--- src/rtl/ser_frame_pkg.sv ---
package ser_frame_pkg;
  typedef enum logic {
    FS_PULSE  = 1'b0,
    FS_SQUARE = 1'b1
  } fs_style_e;
endpackage

--- src/rtl/frame_timer.sv ---
module frame_timer #(
  parameter int FRAME_LEN  = 64,
  parameter int SKIP_WORDS = 127,
  localparam int CNT_W  = $clog2(FRAME_LEN),
  localparam int SKIP_W = $clog2(SKIP_WORDS + 1)
) (
  input  logic             clk_i,
  input  logic             rst_ni,
  input  logic             fsi_i,
  output logic [CNT_W-1:0] cnt_o,
  output logic             frame_start_o,
  output logic             resync_o
);
  localparam logic [CNT_W-1:0] LAST = CNT_W'(FRAME_LEN - 1);

  logic [CNT_W-1:0]  cnt_q;
  logic [SKIP_W-1:0] skip_q;
  logic              fsi_q, seen_q;
  logic              fsi_rise, at_last, restart;

  assign fsi_rise      = seen_q & fsi_i & ~fsi_q;
  assign at_last       = (cnt_q == LAST);
  assign restart       = fsi_rise & ~at_last;
  assign frame_start_o = restart | at_last;
  assign cnt_o         = cnt_q;
  assign resync_o      = (skip_q != '0);

  always_ff @(posedge clk_i or negedge rst_ni) begin
    if (!rst_ni) begin
      cnt_q  <= '0;
      skip_q <= '0;
      fsi_q  <= 1'b0;
      seen_q <= 1'b0;
    end else begin
      seen_q <= 1'b1;
      fsi_q  <= fsi_i;
      cnt_q  <= restart ? '0 : cnt_q + 1'b1;
      if (restart)
        skip_q <= SKIP_W'(SKIP_WORDS);
      else if (at_last && skip_q != '0)
        skip_q <= skip_q - 1'b1;
    end
  end


  resync_start_chk: assert property (@(posedge clk_i) disable iff (!rst_ni)
    $rose(resync_o) |-> cnt_q == '0);
endmodule

--- src/rtl/word_shifter.sv ---
module word_shifter #(
  parameter int DATA_W = 16,
  parameter int CNT_W  = 6
) (
  input  logic              clk_i,
  input  logic              rst_ni,
  input  logic [DATA_W-1:0] word_i,
  input  logic              load_i,
  input  logic [CNT_W-1:0]  cnt_i,
  input  logic              frame_start_i,
  output logic              sdata_o
);
  logic [DATA_W-1:0] hold_q, sh_q;

  always_ff @(posedge clk_i or negedge rst_ni) begin
    if (!rst_ni) begin
      hold_q <= '0;
      sh_q   <= '0;
    end else begin
      if (load_i) hold_q <= word_i;
      // zeros shift in behind the word, giving the idle half of the frame
      if (frame_start_i)  sh_q <= hold_q;
      else if (cnt_i[0])  sh_q <= {sh_q[DATA_W-2:0], 1'b0};
    end
  end

  assign sdata_o = sh_q[DATA_W-1];


  bit_hold_chk: assert property (@(posedge clk_i) disable iff (!rst_ni)
    cnt_i[0] |-> $stable(sdata_o));


  idle_half_zero_chk: assert property (@(posedge clk_i) disable iff (!rst_ni)
    cnt_i[CNT_W-1] |-> !sdata_o);
endmodule

--- src/rtl/sync_format.sv ---
module sync_format
  import ser_frame_pkg::*;
#(
  parameter int CNT_W = 6
) (
  input  logic [CNT_W-1:0] cnt_i,
  input  logic             fsync_square_i,
  input  logic             sclk_invert_i,
  output logic             sclk_o,
  output logic             fsync_o
);
  fs_style_e style;
  logic      sclk_base;

  assign style = fs_style_e'(fsync_square_i);

  always_comb begin
    unique case (style)
      FS_SQUARE: begin
        sclk_base = cnt_i[0];
        fsync_o   = cnt_i[CNT_W-1];
      end
      default: begin
        sclk_base = ~cnt_i[0];
        fsync_o   = (cnt_i[CNT_W-1:1] == '0);
      end
    endcase
  end

  assign sclk_o = sclk_base ^ sclk_invert_i;
endmodule

--- src/rtl/ser_frame_tx.sv ---
module ser_frame_tx #(
  parameter int DATA_W     = 16,
  parameter int SKIP_WORDS = 127
) (
  input  logic              clk_i,
  input  logic              rst_ni,
  input  logic [DATA_W-1:0] word_i,
  input  logic              load_i,
  input  logic              fsync_square_i,
  input  logic              sclk_invert_i,
  input  logic              fsi_i,
  input  logic              oe_sel_i,
  input  logic              oe_match_i,
  output logic              sclk_o,
  output logic              sdata_o,
  output logic              sdata_oe_o,
  output logic              fsync_o,
  output logic              resync_o
);
  localparam int FRAME_LEN = 4 * DATA_W;
  localparam int CNT_W     = $clog2(FRAME_LEN);

  logic [CNT_W-1:0] frame_cnt;
  logic             frame_start;

  frame_timer #(.FRAME_LEN(FRAME_LEN), .SKIP_WORDS(SKIP_WORDS)) u_timer (
    .clk_i, .rst_ni, .fsi_i,
    .cnt_o(frame_cnt), .frame_start_o(frame_start), .resync_o
  );

  word_shifter #(.DATA_W(DATA_W), .CNT_W(CNT_W)) u_shift (
    .clk_i, .rst_ni, .word_i, .load_i,
    .cnt_i(frame_cnt), .frame_start_i(frame_start), .sdata_o
  );

  sync_format #(.CNT_W(CNT_W)) u_fmt (
    .cnt_i(frame_cnt), .fsync_square_i, .sclk_invert_i, .sclk_o, .fsync_o
  );

  assign sdata_oe_o = (oe_sel_i == oe_match_i);


  sclk_toggle_chk: assert property (@(posedge clk_i) disable iff (!rst_ni)
    frame_cnt[0] && $stable(fsync_square_i) && $stable(sclk_invert_i)
      |-> sclk_o != $past(sclk_o));


  square_mid_rise_chk: assert property (@(posedge clk_i) disable iff (!rst_ni)
    fsync_square_i && $stable(fsync_square_i) && $rose(fsync_o)
      |-> frame_cnt == CNT_W'(FRAME_LEN / 2));
endmodule

--- config.mk ---
export PLATFORM = sky130hd
export DESIGN_NAME = ser_frame_tx
export DESIGN_NICKNAME = d
export VERILOG_FILES = /design/src/rtl/ser_frame_pkg.sv /design/src/rtl/frame_timer.sv /design/src/rtl/word_shifter.sv /design/src/rtl/sync_format.sv /design/src/rtl/ser_frame_tx.sv
export SDC_FILE = /design/constraint.sdc
export NUM_CORES = 1
export LEC_CHECK = 0
export BUFFER_PORTS_ARGS = -buffer_cell sky130_fd_sc_hd__buf_2
export CORE_MARGIN = 2
export CORE_UTILIZATION = 61
export DETAILED_ROUTE_END_ITERATION = 16
export GPL_ROUTABILITY_DRIVEN = 0
export PLACE_DENSITY = 0.84
export SYNTH_ARGS = -nofsm -noshare
export SYNTH_HDL_FRONTEND = slang
export SYNTH_SLANG_ARGS = --single-unit
--- constraint.sdc ---
create_clock -name clk_i -period 3.81 [get_ports clk_i]
set_input_delay 0 -clock clk_i [delete_from_list [all_inputs] [get_ports clk_i]]
set_output_delay 0 -clock clk_i [all_outputs]
set_load 0.02 [all_outputs]
==> results by group, run 1 <==
Cells and area
  – Nets: 255
  – Antenna diode count: 0
  – Share of cells above drive strength 1: 0.2533
  – FILL cells: 235
  – Layout area overhead: 18.49%
  – Non-filler cells, final: 275

Floorplan
  – Std-Cell Rows: 21
  – Core area: 0.003363 mm^2
  – Die X: 63.40 um
  – Ports: 29
  – Starting Density: 0.6399
  – DIE AREA: 0.004019 mm^2
  – Die height: 63.40 um

Synth
  – Mapped Area: 0.002152 mm^2
  – Asr flop ratio synth: 1.000
  – Post-Syn Nets: 212
  – Yosys top cell by area: dfrtp_1
  – Register area share after synthesis: 0.5465
  – Post-synth top area share: 0.5465
  – Synthesized flop and latch total: 47
  – Syn Inst Count: 185
  – Synth area leaders: dfrtp_1 (55%), mux2_2 (8.4%), mux2i_1 (7.0%), nor2_1 (4.4%), a21oi_1 (4.0%)
  – Primary FF master, synth: dfrtp_1
  – Yosys cell types: 39
  – Commonest cells in the synthesized netlist: dfrtp_1 (47), nor2_1 (25), a21oi_1 (17), mux2_2 (16), mux2i_1 (15)
  – Post-synth EDFFs: 0
  – YS warnings: 0
  – Count leader, synth: dfrtp_1
  – Mean post-synth cell area: 11.63 um^2

Timing
  – Slew Limit Fails: 0
  – Final WS setup: 1.209 ns
  – Setup_tns: 0 ns
  – Minimum clock period: 2.601 ns
  – Clock skew: 0.004958 ns
  – Setup violators final: 0
  – RSZ-0062 raised after global routing: no
  – Hold Violations, Final: 0
  – Final hold slack: 0.1741 ns
  – F_max: 0.3844 GHz
  – Worst slew pin tran: 0.9968 ns
  – Final worst-path cycle share: 0.6827
  – Max_slew headroom: 0.3355

Drt
  – Post-DRT Antenna Nets: 0
  – Via count: 1,513
  – DR iter-0 viols: 99
  – Final WL: 3868 um
  – DRC Markers: 0
  – Vias per cell: 5.502
  – Wire per inst: 14.07 um
  – Total iterations of the first detailed-routing run: 4

Setup path
  – Setup crit start kind: register
  – Worst r2r src: u_timer.cnt_o[0]
  – Max FO, Critical Path: 34
  – Reg-to-reg critical path endpoint: u_timer.skip_q[5]
  – CP arrival: 2.85 ns
  – R2R depth: 5
  – Critical path class: register to register
  – R2r setup slk: 1.21 ns
  – Req. time, crit path: 4.06 ns
  – Critical path endpoint category: register

Global routing
  – GRT overflow: 0
  – Largest net degree at the start of global routing: 48
  – GRT Total Usage: 0.2220
  – Initial antenna violation count: 0
  – Vias in the first global route: 1,566
  – First-pass GRT wire length: 6962 um

Pwr
  – Worst VDD drop: 344.5 uV
  – Pwr per Cell Area: 482.0 mW/mm^2
  – Leakage: 1.140 nW

Worst hold path
  – Worst hold path depth: 2
  – Hold Crit Class: input pin to register
  – Hold Crit Start: load_i
  – Endpoint, Worst Hold: u_shift.hold_q[7]

Placed design
  – Dpl ws: 1.252 ns
  – DP HPWL: 2557 um
  – Port buffer count: 28
  – Placed Cells: 249

Clock network
  – Clk root buf: clkbuf_4
  – Num CTS Buffers: 5
  – CTS tree: yes
  – Clock transition at the registers of the reported paths: 0.13 ns
  – Clk sinks: 47
  – # H-tree levels: 2
  – Resized Gates After CTS: 0
  – Clock Latency Late Sink: 0.35 ns
  – Postcts setup bufs: 0
  – Max clock buf depth: 2

Flow run
  – Max Cap Viol: 0

Status
  – Outcome: finished clean
[what timing repair did]
| action | CTS | global route |
|---|---|---|
| hold buffers | 18 | 0 |
| endpoints found under the setup margin | 0 | 0 |
| endpoints found under the hold margin | 64 | 0 |
[worst max-delay path by stage]
stage	from	to	slack, ns	depth (start not counted)
CTS	u_timer.cnt_o[0]	u_timer.skip_q[5]	1.24	5
floorplan	u_timer.cnt_o[0]	u_timer.skip_q[0]	2.22	7
global placement	u_timer.cnt_o[0]	u_timer.skip_q[5]	1.36	5
finish	u_timer.cnt_o[0]	u_timer.skip_q[5]	1.21	5
detailed placement	u_timer.cnt_o[0]	u_timer.skip_q[5]	1.25	5
global route	u_timer.cnt_o[0]	u_shift.sh_q[9]	1.06	5
[power by group]
group	leakage [nW]	switching, W	internal (W)	total, W
sequential	0.531	0.0000925	0.000612	0.000704
combinational	0.572	0.000122	0.000147	0.000268
clock	0.0375	0.000148	0.000108	0.000257
[sequential cells by signal (all words and copies together) (netlist names)]
signal          count
u_timer.skip_q      7
u_shift.hold_q     16
u_timer.cnt_o       6
u_timer.seen_q      1
u_shift.sh_q       16
u_timer.fsi_q       1
[worst max-delay path, cell delays in order (launching register included)]
cell and delay (ns):
dfrtp_1 0.75, ha_1 0.41, and3_1 0.29, a31oi_4 0.75, a21oi_1 0.08, o21a_1 0.20
[logic make-up after synthesis]
family / count (synthesis) / share of synthesized area
AOI/OAI and AO/OA: 30 / 0.09012
adders and majority gates: 3 / 0.01744
and+or+nand+nor: 53 / 0.1326
xor gates and xnor gates: 7 / 0.02849
buffers and inverters: 13 / 0.02965
DFF: 47 / 0.5465
other: 1 / 0.001743
muxes: 31 / 0.1535
[cell type report]
| class | instances | area (um^2) | area share |
|---|---|---|---|
| Inverter | 3 | 11.26 | 0.004416 |
| Tap cell | 46 | 57.56 | 0.02257 |
| Sequential cell | 47 | 1176 | 0.4612 |
| Multi-Input combinational cell | 125 | 912.1 | 0.3577 |
| Clock inverter | 1 | 7.507 | 0.002944 |
| Clock buffer | 7 | 65.06 | 0.02552 |
| Timing Repair Buffer | 46 | 320.3 | 0.1256 |
[layer usage]
layer / vias to the layer above / wire [um] / global-route usage
li1: 734 / - / -
met1: 745 / 1786 / 0.2953
met2: 32 / 1924 / 0.3632
met3: 2 / 139 / 0.05714
met4: 0 / 19 / 0.06250
met5: - / 0 / 0
[cells in the final DEF (no fill, tap or decap), drive strengths merged, types with 2 or more instances in the layout]
cell	synthesis	final
dfrtp	47	47
buf	8	28
nor2	25	25
dlygate4sd3	0	18
a21oi	17	17
mux2	16	16
mux2i	15	15
clkbuf	2	7
nand3	6	6
xnor2	5	5
nand2	4	4
nor3	4	4
inv	3	3
or4	3	3
o21ai	3	3
ha	3	3
xor2	2	2
nand2b	2	2
o31ai	2	2
a211o	2	2
and3	2	2
and2	2	2
or3	2	2
[stage by stage]
step	util	cell area [um^2]	power, W
5_1_grt	0.7582	2550	0.001309
3_5_place_dp	0.6830	2297	0.0009705
6_report	0.7582	2550	0.001229
4_1_cts	0.7582	2550	0.001235
3_3_place_gp	0.6830	2297	0.0009471
2_1_floorplan	-	2152	0.0008873
Note: power is estimated with default switching activity, not from simulation.
==> inputs of run 2 (changes only) <==
--- a/config.mk
+++ b/config.mk
@@ -7,10 +7,10 @@
 export LEC_CHECK = 0
 export BUFFER_PORTS_ARGS = -buffer_cell sky130_fd_sc_hd__buf_2
 export CORE_MARGIN = 2
-export CORE_UTILIZATION = 61
+export CORE_UTILIZATION = 51
 export DETAILED_ROUTE_END_ITERATION = 16
 export GPL_ROUTABILITY_DRIVEN = 0
-export PLACE_DENSITY = 0.84
+export PLACE_DENSITY = 0.75
 export SYNTH_ARGS = -nofsm -noshare
 export SYNTH_HDL_FRONTEND = slang
 export SYNTH_SLANG_ARGS = --single-unit
==> constraint.sdc (replaced) <==
create_clock -name clk_i -period 2.2 [get_ports clk_i]
set_input_delay 0 -clock clk_i [delete_from_list [all_inputs] [get_ports clk_i]]
set_output_delay 0 -clock clk_i [all_outputs]
set_load 0.02 [all_outputs]
==> run 2 against run 1 <==
  * Sequential power grew 70%
  * Sequential share of layout area is 0.78 points lower
  * Wire length up 1.3%
==> results by group, run 2 (synthesis results as in run 1) <==
Cells and area
  – Share of cells above drive strength 1: 0.2575 (+0.004236)
  – Commonest non-fill, non-tap cell in the layout: dfrtp_1
  – FILL cells: 314 (+34%)
  – Top flop regs: u_shift.hold_q x16, u_shift.sh_q x16, u_timer.skip_q x7
  – Antenna diode count: 0 (unchanged)
  – Nets: 259 (+1.6%)
  – Leading cell types in the layout, fill and taps excluded: dfrtp_1 (47), buf_2 (28), nor2_1 (25)
  – Util after Layout: 0.6438 (-0.1144)
  – Layout area overhead: 20.52%

Setup path
  – Critical path endpoint category: output port
  – Req. time, crit path: 2.20 ns (-1.86 ns)
  – R2R depth: 5 (unchanged)
  – Reg-to-reg critical path endpoint: u_timer.skip_q[4]
  – Worst r2r src: u_timer.cnt_o[1]
  – Max FO, Critical Path: 6 (-82%)
  – Setup crit start kind: register
  – Critical path class: register to output port
  – R2r setup slk: 0.46 ns (-0.75 ns)
  – CP arrival: 1.77 ns (-1.08 ns)

Floorplan
  – Die X: 68.96 um (+8.8%)
  – Starting Density: 0.5342 (-0.1057)
  – Std-Cell Rows: 23 (+9.5%)
  – Ports: 29 (unchanged)
  – Core area: 0.004029 mm^2 (+20%)
  – Die height: 68.96 um (+8.8%)
  – DIE AREA: 0.004755 mm^2 (+18%)

Global routing
  – GRT Total Usage: 0.2015 (-0.02053)
  – Initial antenna violation count: 0 (unchanged)
  – GR Util met1: 0.2479 (-0.04744)
  – First-pass GRT wire length: 6886 um (-1.1%)
  – Top Usage Layer GRT: met2
  – Vias in the first global route: 1,517 (-3.1%)
  – Met3 Use GR: 0.03896 (-0.01818)
  – Largest net degree at the start of global routing: 26 (-46%)
  – GRT overflow: 0 (unchanged)
  – Met2 usage: 0.3365 (-0.02662)

Pwr
  – Pwr per Cell Area: 844.4 mW/mm^2 (+75%)
  – Leakage: 1.163 nW (+2.0%)
  – Worst VDD drop: 619.0 uV (+80%)

Drt
  – DRC Markers: 0 (unchanged)
  – Wire per inst: 13.85 um (-1.5%)
  – Final WL: 3920 um (+1.3%)
  – Vias per cell: 5.336 (-3.0%)
  – DR iter-0 viols: 100 (+1.0%)
  – Via count: 1,510 (-0.20%)
  – Post-DRT Antenna Nets: 0 (unchanged)
  – Total iterations of the first detailed-routing run: 4 (unchanged)

Timing
  – Setup_tns: 0 ns (unchanged)
  – Minimum clock period: 1.774 ns
  – Hold Violations, Final: 0 (unchanged)
  – RSZ-0062 raised after global routing: no
  – Final worst-path cycle share: 0.8061
  – Setup violators final: 0 (unchanged)
  – Worst slew pin tran: 0.5326 ns (-0.4642 ns)
  – F_max: 0.5638 GHz
  – Slew Limit Fails: 0 (unchanged)
  – Clock skew: 0.006417 ns (+0.001459 ns)
  – Max_slew headroom: 0.6450 (+0.3095)

Placed design
  – DP HPWL: 2648 um (+3.6%)
  – Port buffer count: 28 (unchanged)

Clock network
  – Max clock buf depth: 2 (unchanged)
  – Postcts setup bufs: 0 (unchanged)
  – Num CTS Buffers: 5 (unchanged)
  – Clock Latency Late Sink: 0.30 ns (-0.05 ns)
  – Resized Gates After CTS: 0 (unchanged)
  – Clock transition at the registers of the reported paths: 0.08 ns (-0.05 ns)
  – Clk root buf: clkbuf_8
  – Clk sinks: 47 (unchanged)
  – CTS tree: yes
  – # H-tree levels: 2 (unchanged)

Status
  – Outcome: finished clean

Flow run
  – Max Cap Viol: 0 (unchanged)

Worst hold path
  – Hold Crit Class: input pin to async pin
-- run 2: cell types whose count changed in the layout (fill, tap and decap cells not counted) --
cell / previous run / this run
clkbuf_1: 0 / 2
clkbuf_8: 2 / 5
clkinv_2: 0 / 1
clkbuf_4: 5 / 0
buf_4: 0 / 4
clkinvlp_4: 1 / 0
-- run 2: routing by layer --
layer	wire, um	vias up
met1	1734	725
met2	1956	46
met3	164	6
met4	65	0
li1	-	733
met5	0	-
-- run 2: worst max-delay path by stage --
stage                                 from                 to  slack (ns)  cells after the start
after detailed placement  u_timer.cnt_o[1]  u_timer.skip_q[4]        0.47                      5
after floorplan           u_timer.cnt_o[0]  u_timer.skip_q[0]        0.61                      7
after global routing      u_timer.cnt_o[4]            fsync_o        0.32                      4
after CTS                 u_timer.cnt_o[4]            fsync_o        0.41                      4
after global placement    u_timer.cnt_o[1]  u_timer.skip_q[4]        0.54                      5
final                     u_timer.cnt_o[4]            fsync_o        0.43                      4
-- run 2: power breakdown --
part / internal (W) / leakage (nW) / total, W / switching, W
logic: 0.000259 / 0.590 / 0.000483 / 0.000224
clock network: 0.000223 / 0.0422 / 0.000504 / 0.000281
registers: 0.00106 / 0.531 / 0.00120 / 0.000142
-- run 2: final cells by class --
type                            count  area, um^2  share of cell area
Multi-Input combinational cell    125       912.1              0.3517
Tap cell                           50       62.56             0.02412
Sequential cell                    47        1176              0.4534
Clock buffer                        7       76.32             0.02943
Inverter                            3       11.26            0.004342
Clock inverter                      1       5.005            0.001930
Timing Repair Buffer               50       350.3              0.1351
-- run 2: timing repair --
action / 4_1_cts / 5_1_grt
endpoints found under the hold margin: 41 / 0
hold buffers: 18 / 0
endpoints found under the setup margin: 0 / 0
-- run 2: worst max-delay path, stage by stage, from the launching register on --
cell and delay, ns:
dfrtp_1 0.49, or4_1 0.57, nor3_1 0.15, a21o_1 0.10, buf_2 0.15
-- run 2: through the flow --
| step | setup WS, ns | area (um^2) | power (W) | cells | hold slack, ns |
|---|---|---|---|---|---|
| after floorplan | 0.6147 | 2152 | 0.001537 | 185 | -0.2956 |
| after global placement | 0.5443 | 2332 | 0.001660 | 257 | 0.01093 |
| after detailed placement | 0.4712 | 2332 | 0.001687 | 257 | 0.01030 |
| after CTS | 0.4128 | 2594 | 0.002210 | 283 | 0.2024 |
| after global routing | 0.3185 | 2594 | 0.002332 | 283 | 0.2268 |
| final | 0.4265 | 2594 | 0.002190 | 283 | 0.2042 |
==> inputs of run 3 (changes only) <==
--- a/config.mk
+++ b/config.mk
@@ -5,12 +5,13 @@
 export SDC_FILE = /design/constraint.sdc
 export NUM_CORES = 1
 export LEC_CHECK = 0
+export ABC_AREA = 1
 export BUFFER_PORTS_ARGS = -buffer_cell sky130_fd_sc_hd__buf_2
 export CORE_MARGIN = 2
-export CORE_UTILIZATION = 51
+export CORE_UTILIZATION = 57
 export DETAILED_ROUTE_END_ITERATION = 16
 export GPL_ROUTABILITY_DRIVEN = 0
-export PLACE_DENSITY = 0.75
+export PLACE_DENSITY = 0.79
 export SYNTH_ARGS = -nofsm -noshare
 export SYNTH_HDL_FRONTEND = slang
 export SYNTH_SLANG_ARGS = --single-unit
==> constraint.sdc (replaced) <==
create_clock -name clk_i -period 1.7 [get_ports clk_i]
set_input_delay 0 -clock clk_i [delete_from_list [all_inputs] [get_ports clk_i]]
set_output_delay 0 -clock clk_i [all_outputs]
set_load 0.02 [all_outputs]
==> run 3 against run 2 <==
  * Sequential share of layout area shrank 1.9 points
  * Register-to-register slack got worse by 0.32 ns
  * Utilization rose by 8.5 points
  * Cell count increased by 16%
  * Setup slack lost 0.29 ns
  * Design area increased by 4.4%
  * Clock skew is 0.0018 ns lower
  * Via count grew 12%
  * Die area decreased by 6.4%
  * Area after synthesis rose by 4.1%
  * Global-route usage up 2.4 points
==> results by group, run 3 <==
Clock network
  – Clk sinks: 47 (unchanged)
  – Resized Gates After CTS: 0 (unchanged)
  – # H-tree levels: 2 (unchanged)
  – Num CTS Buffers: 5 (unchanged)
  – Clk root buf: clkbuf_8
  – CTS tree: yes
  – Max clock buf depth: 2 (unchanged)
  – Clock Latency Late Sink: 0.30 ns (about the same)
  – Postcts setup bufs: 0 (unchanged)
  – Clock transition at the registers of the reported paths: 0.08 ns (about the same)

Floorplan
  – Starting Density: 0.6030 (+0.06887)
  – Ports: 29 (unchanged)
  – Core area: 0.003716 mm^2 (-7.8%)
  – Die X: 66.70 um (-3.3%)
  – Die height: 66.70 um (-3.3%)
  – DIE AREA: 0.004449 mm^2 (-6.4%)
  – Std-Cell Rows: 22 (-4.3%)

Timing
  – Max_slew headroom: 0.4763 (-0.1686)
  – RSZ-0062 raised after global routing: no
  – Minimum clock period: 1.562 ns
  – Setup violators final: 0 (unchanged)
  – Clock skew: 0.004601 ns (-0.001816 ns)
  – Final worst-path cycle share: 0.9188
  – Setup_tns: 0 ns (unchanged)
  – Final WS setup: 0.1380 ns (-0.2884 ns)
  – F_max: 0.6402 GHz
  – Hold Violations, Final: 0 (unchanged)
  – Worst slew pin tran: 0.7855 ns (+0.2529 ns)
  – Slew Limit Fails: 0 (unchanged)

Cells and area
  – Nets: 307 (+19%)
  – Top flop regs: u_shift.hold_q x16, u_shift.sh_q x16, u_timer.skip_q x7
  – Commonest non-fill, non-tap cell in the layout: nand3_1
  – Layout area overhead: 20.88%
  – Share of cells above drive strength 1: 0.2349 (-0.02264)
  – Antenna diode count: 0 (unchanged)
  – Util after Layout: 0.7290 (+0.08517)
  – Leading cell types in the layout, fill and taps excluded: nand3_1 (54), dfrtp_1 (47), nand2_1 (43)

Setup path
  – Reg-to-reg critical path endpoint: u_shift.sh_q[10]
  – R2R depth: 7 (+2)
  – Critical path endpoint category: register
  – R2r setup slk: 0.14 ns (-0.32 ns)
  – CP arrival: 1.81 ns (+0.04 ns)
  – Max FO, Critical Path: 13 (+7)
  – Worst r2r src: u_timer.cnt_o[1]
  – Crit-path leading delay family: simple AND/OR/NAND/NOR gates
  – CP peak stage delay: 0.40 ns (-0.17 ns)
  – Critical path class: register to register
  – Setup crit start kind: register
  – CP max-delay cell: dfrtp_1
  – CP bufs+invs: 1 (unchanged)
  – Worst path cell trace: ha_1, nand3_4, nor2_4, nor2_4, buf_4, nand3_1, nand3_1
  – Req. time, crit path: 1.95 ns (-0.25 ns)

Global routing
  – First-pass GRT wire length: 7341 um (+6.6%)
  – GRT overflow: 0 (unchanged)
  – Initial antenna violation count: 0 (unchanged)
  – Vias in the first global route: 1,637 (+7.9%)
  – GRT Total Usage: 0.2251 (+0.02353)
  – Largest net degree at the start of global routing: 37 (+42%)

Synth
  – Mean post-synth cell area: 9.701 um^2 (-17%)
  – Post-Synth Adder-Cell Area: 0.01675 (-0.0006914)
  – Synth area leaders: dfrtp_1 (52%), nand3_1 (12%), mux2_2 (7.5%), nand2_1 (7.2%), nor2_1 (2.5%)
  – Post-synthesis compound-gate area fraction: 0.03294 (-0.05717)
  – Count leader, synth: nand3_1
  – Yosys top cell by area: dfrtp_1
  – Post-synth EDFFs: 0 (unchanged)
  – Yosys cell types: 29 (-26%)
  – Register area share after synthesis: 0.5248 (-0.02167)
  – Post-Syn Nets: 258 (+22%)
  – Post-synth top area share: 0.5248 (-0.02167)
  – YS warnings: 0 (unchanged)
  – Synth Area in XOR/XNOR: 0.02345 (-0.005038)
  – Simple-gate share of the synthesized area: 0.2613 (+0.1287)
  – Asr flop ratio synth: 1.000 (unchanged)
  – Commonest cells in the synthesized netlist: nand3_1 (54), dfrtp_1 (47), nand2_1 (43), mux2_2 (15), nor2_1 (15)
  – Largest family of logic cells by synthesized area: simple AND/OR/NAND/NOR gates
  – Synthesized flop and latch total: 47 (unchanged)
  – Mapped Area: 0.002241 mm^2 (+4.1%)
  – Syn Inst Count: 231 (+25%)
  – Primary FF master, synth: dfrtp_1
  – Mux share of post-synthesis cell area: 0.07984 (-0.07364)

Flow run
  – Max Cap Viol: 0 (unchanged)

Drt
  – Post-DRT Antenna Nets: 0 (unchanged)
  – Via count: 1,691 (+12%)
  – Final WL: 4219 um (+7.6%)
  – Total iterations of the first detailed-routing run: 4 (unchanged)
  – Wire per inst: 12.82 um (-7.4%)
  – DRC Markers: 0 (unchanged)
  – DR iter-0 viols: 88 (-12%)
  – Vias per cell: 5.140 (-3.7%)

Worst hold path
  – Hold Crit Class: input pin to register
  – Worst hold path depth: 3
  – Hold Crit Start: load_i
  – Endpoint, Worst Hold: u_shift.hold_q[0]

Status
  – Outcome: finished clean

Placed design
  – Port buffer count: 28 (unchanged)
  – Dpl ws: 0.1469 ns (-0.3243 ns)
  – DP HPWL: 2757 um (+4.1%)

Pwr
  – Worst VDD drop: 760.8 uV (+23%)
  – Pwr per Cell Area: 1209 mW/mm^2 (+43%)
  – Leakage: 1.310 nW (+13%)
-- run 3: cell types whose count changed after synthesis, moves of 10 or more --
cell / change
a21oi_1: -15
nor2_1: -10
inv_1: +11
mux2i_1: -14
nand2_1: +39
nand3_1: +49
-- run 3: area by class of cell --
type                    count  area, um^2
clock buffers               6       82.58
clock inverters             2       35.03
fillers                   282        1007
inverters                  16       65.06
multi-input cells         159       932.1
flip-flops and latches     47        1176
well taps                  48       60.06
repair buffers             51       357.8
-- run 3: routing by layer --
metal | up-vias | part of all wire | GRT usage
li1 | 864 | - | -
met1 | 788 | 0.44 | 0.2775
met2 | 34 | 0.50 | 0.3838
met3 | 5 | 0.043 | 0.06250
met4 | 0 | 0.014 | 0.06888
met5 | - | 0 | 0
-- run 3: kinds of logic after synthesis --
kind of cell / count (synthesis)
compound gates: 12
xor+xnor: 6
fa+ha+maj: 3
buf+inv: 25
flops: 47
mux: 16
other cells: 1
simple gates: 121
-- run 3: how the worst max path moves through the flow --
stage	from	endpoint	slack [ns]	cells after the start
after floorplan	u_timer.skip_q[0]	u_timer.skip_q[0]	0.20	9
after global placement	u_timer.cnt_o[0]	u_shift.sh_q[10]	0.19	7
after detailed placement	u_timer.cnt_o[1]	u_shift.sh_q[9]	0.15	7
after CTS	u_timer.cnt_o[1]	u_shift.sh_q[9]	0.12	7
after global routing	u_timer.cnt_o[1]	u_shift.sh_q[11]	0.006	7
final	u_timer.cnt_o[1]	u_shift.sh_q[10]	0.14	7
-- run 3: power by group --
group | internal (W) | switching, W
sequential | 0.00138 | 0.000217
combinational | 0.000375 | 0.000461
clock | 0.000476 | 0.000370
total | 0.00223 | 0.00105
-- run 3: worst min-delay path: stages --
cell and delay [ns]:
buf_2 0.22, nand2_1 0.11, o21ai_0 0.09
-- run 3: stage by stage --
stage          std cells  hold slack (ns)  power, W  area, um^2
2_1_floorplan        231          -0.2956  0.002199        2241
3_3_place_gp         303           0.1245  0.002385        2411
3_5_place_dp         303           0.1171  0.002414        2411
4_1_cts              329           0.1134  0.003298        2709
5_1_grt              329           0.2173  0.003526        2709
6_report             329           0.1644  0.003275        2709
-- run 3: repair_timing --
| action | in CTS | in global routing |
|---|---|---|
| hold buffers | 18 | 0 |
| setup endpoints to repair | 0 | 0 |
| endpoints found under the hold margin | 51 | 0 |
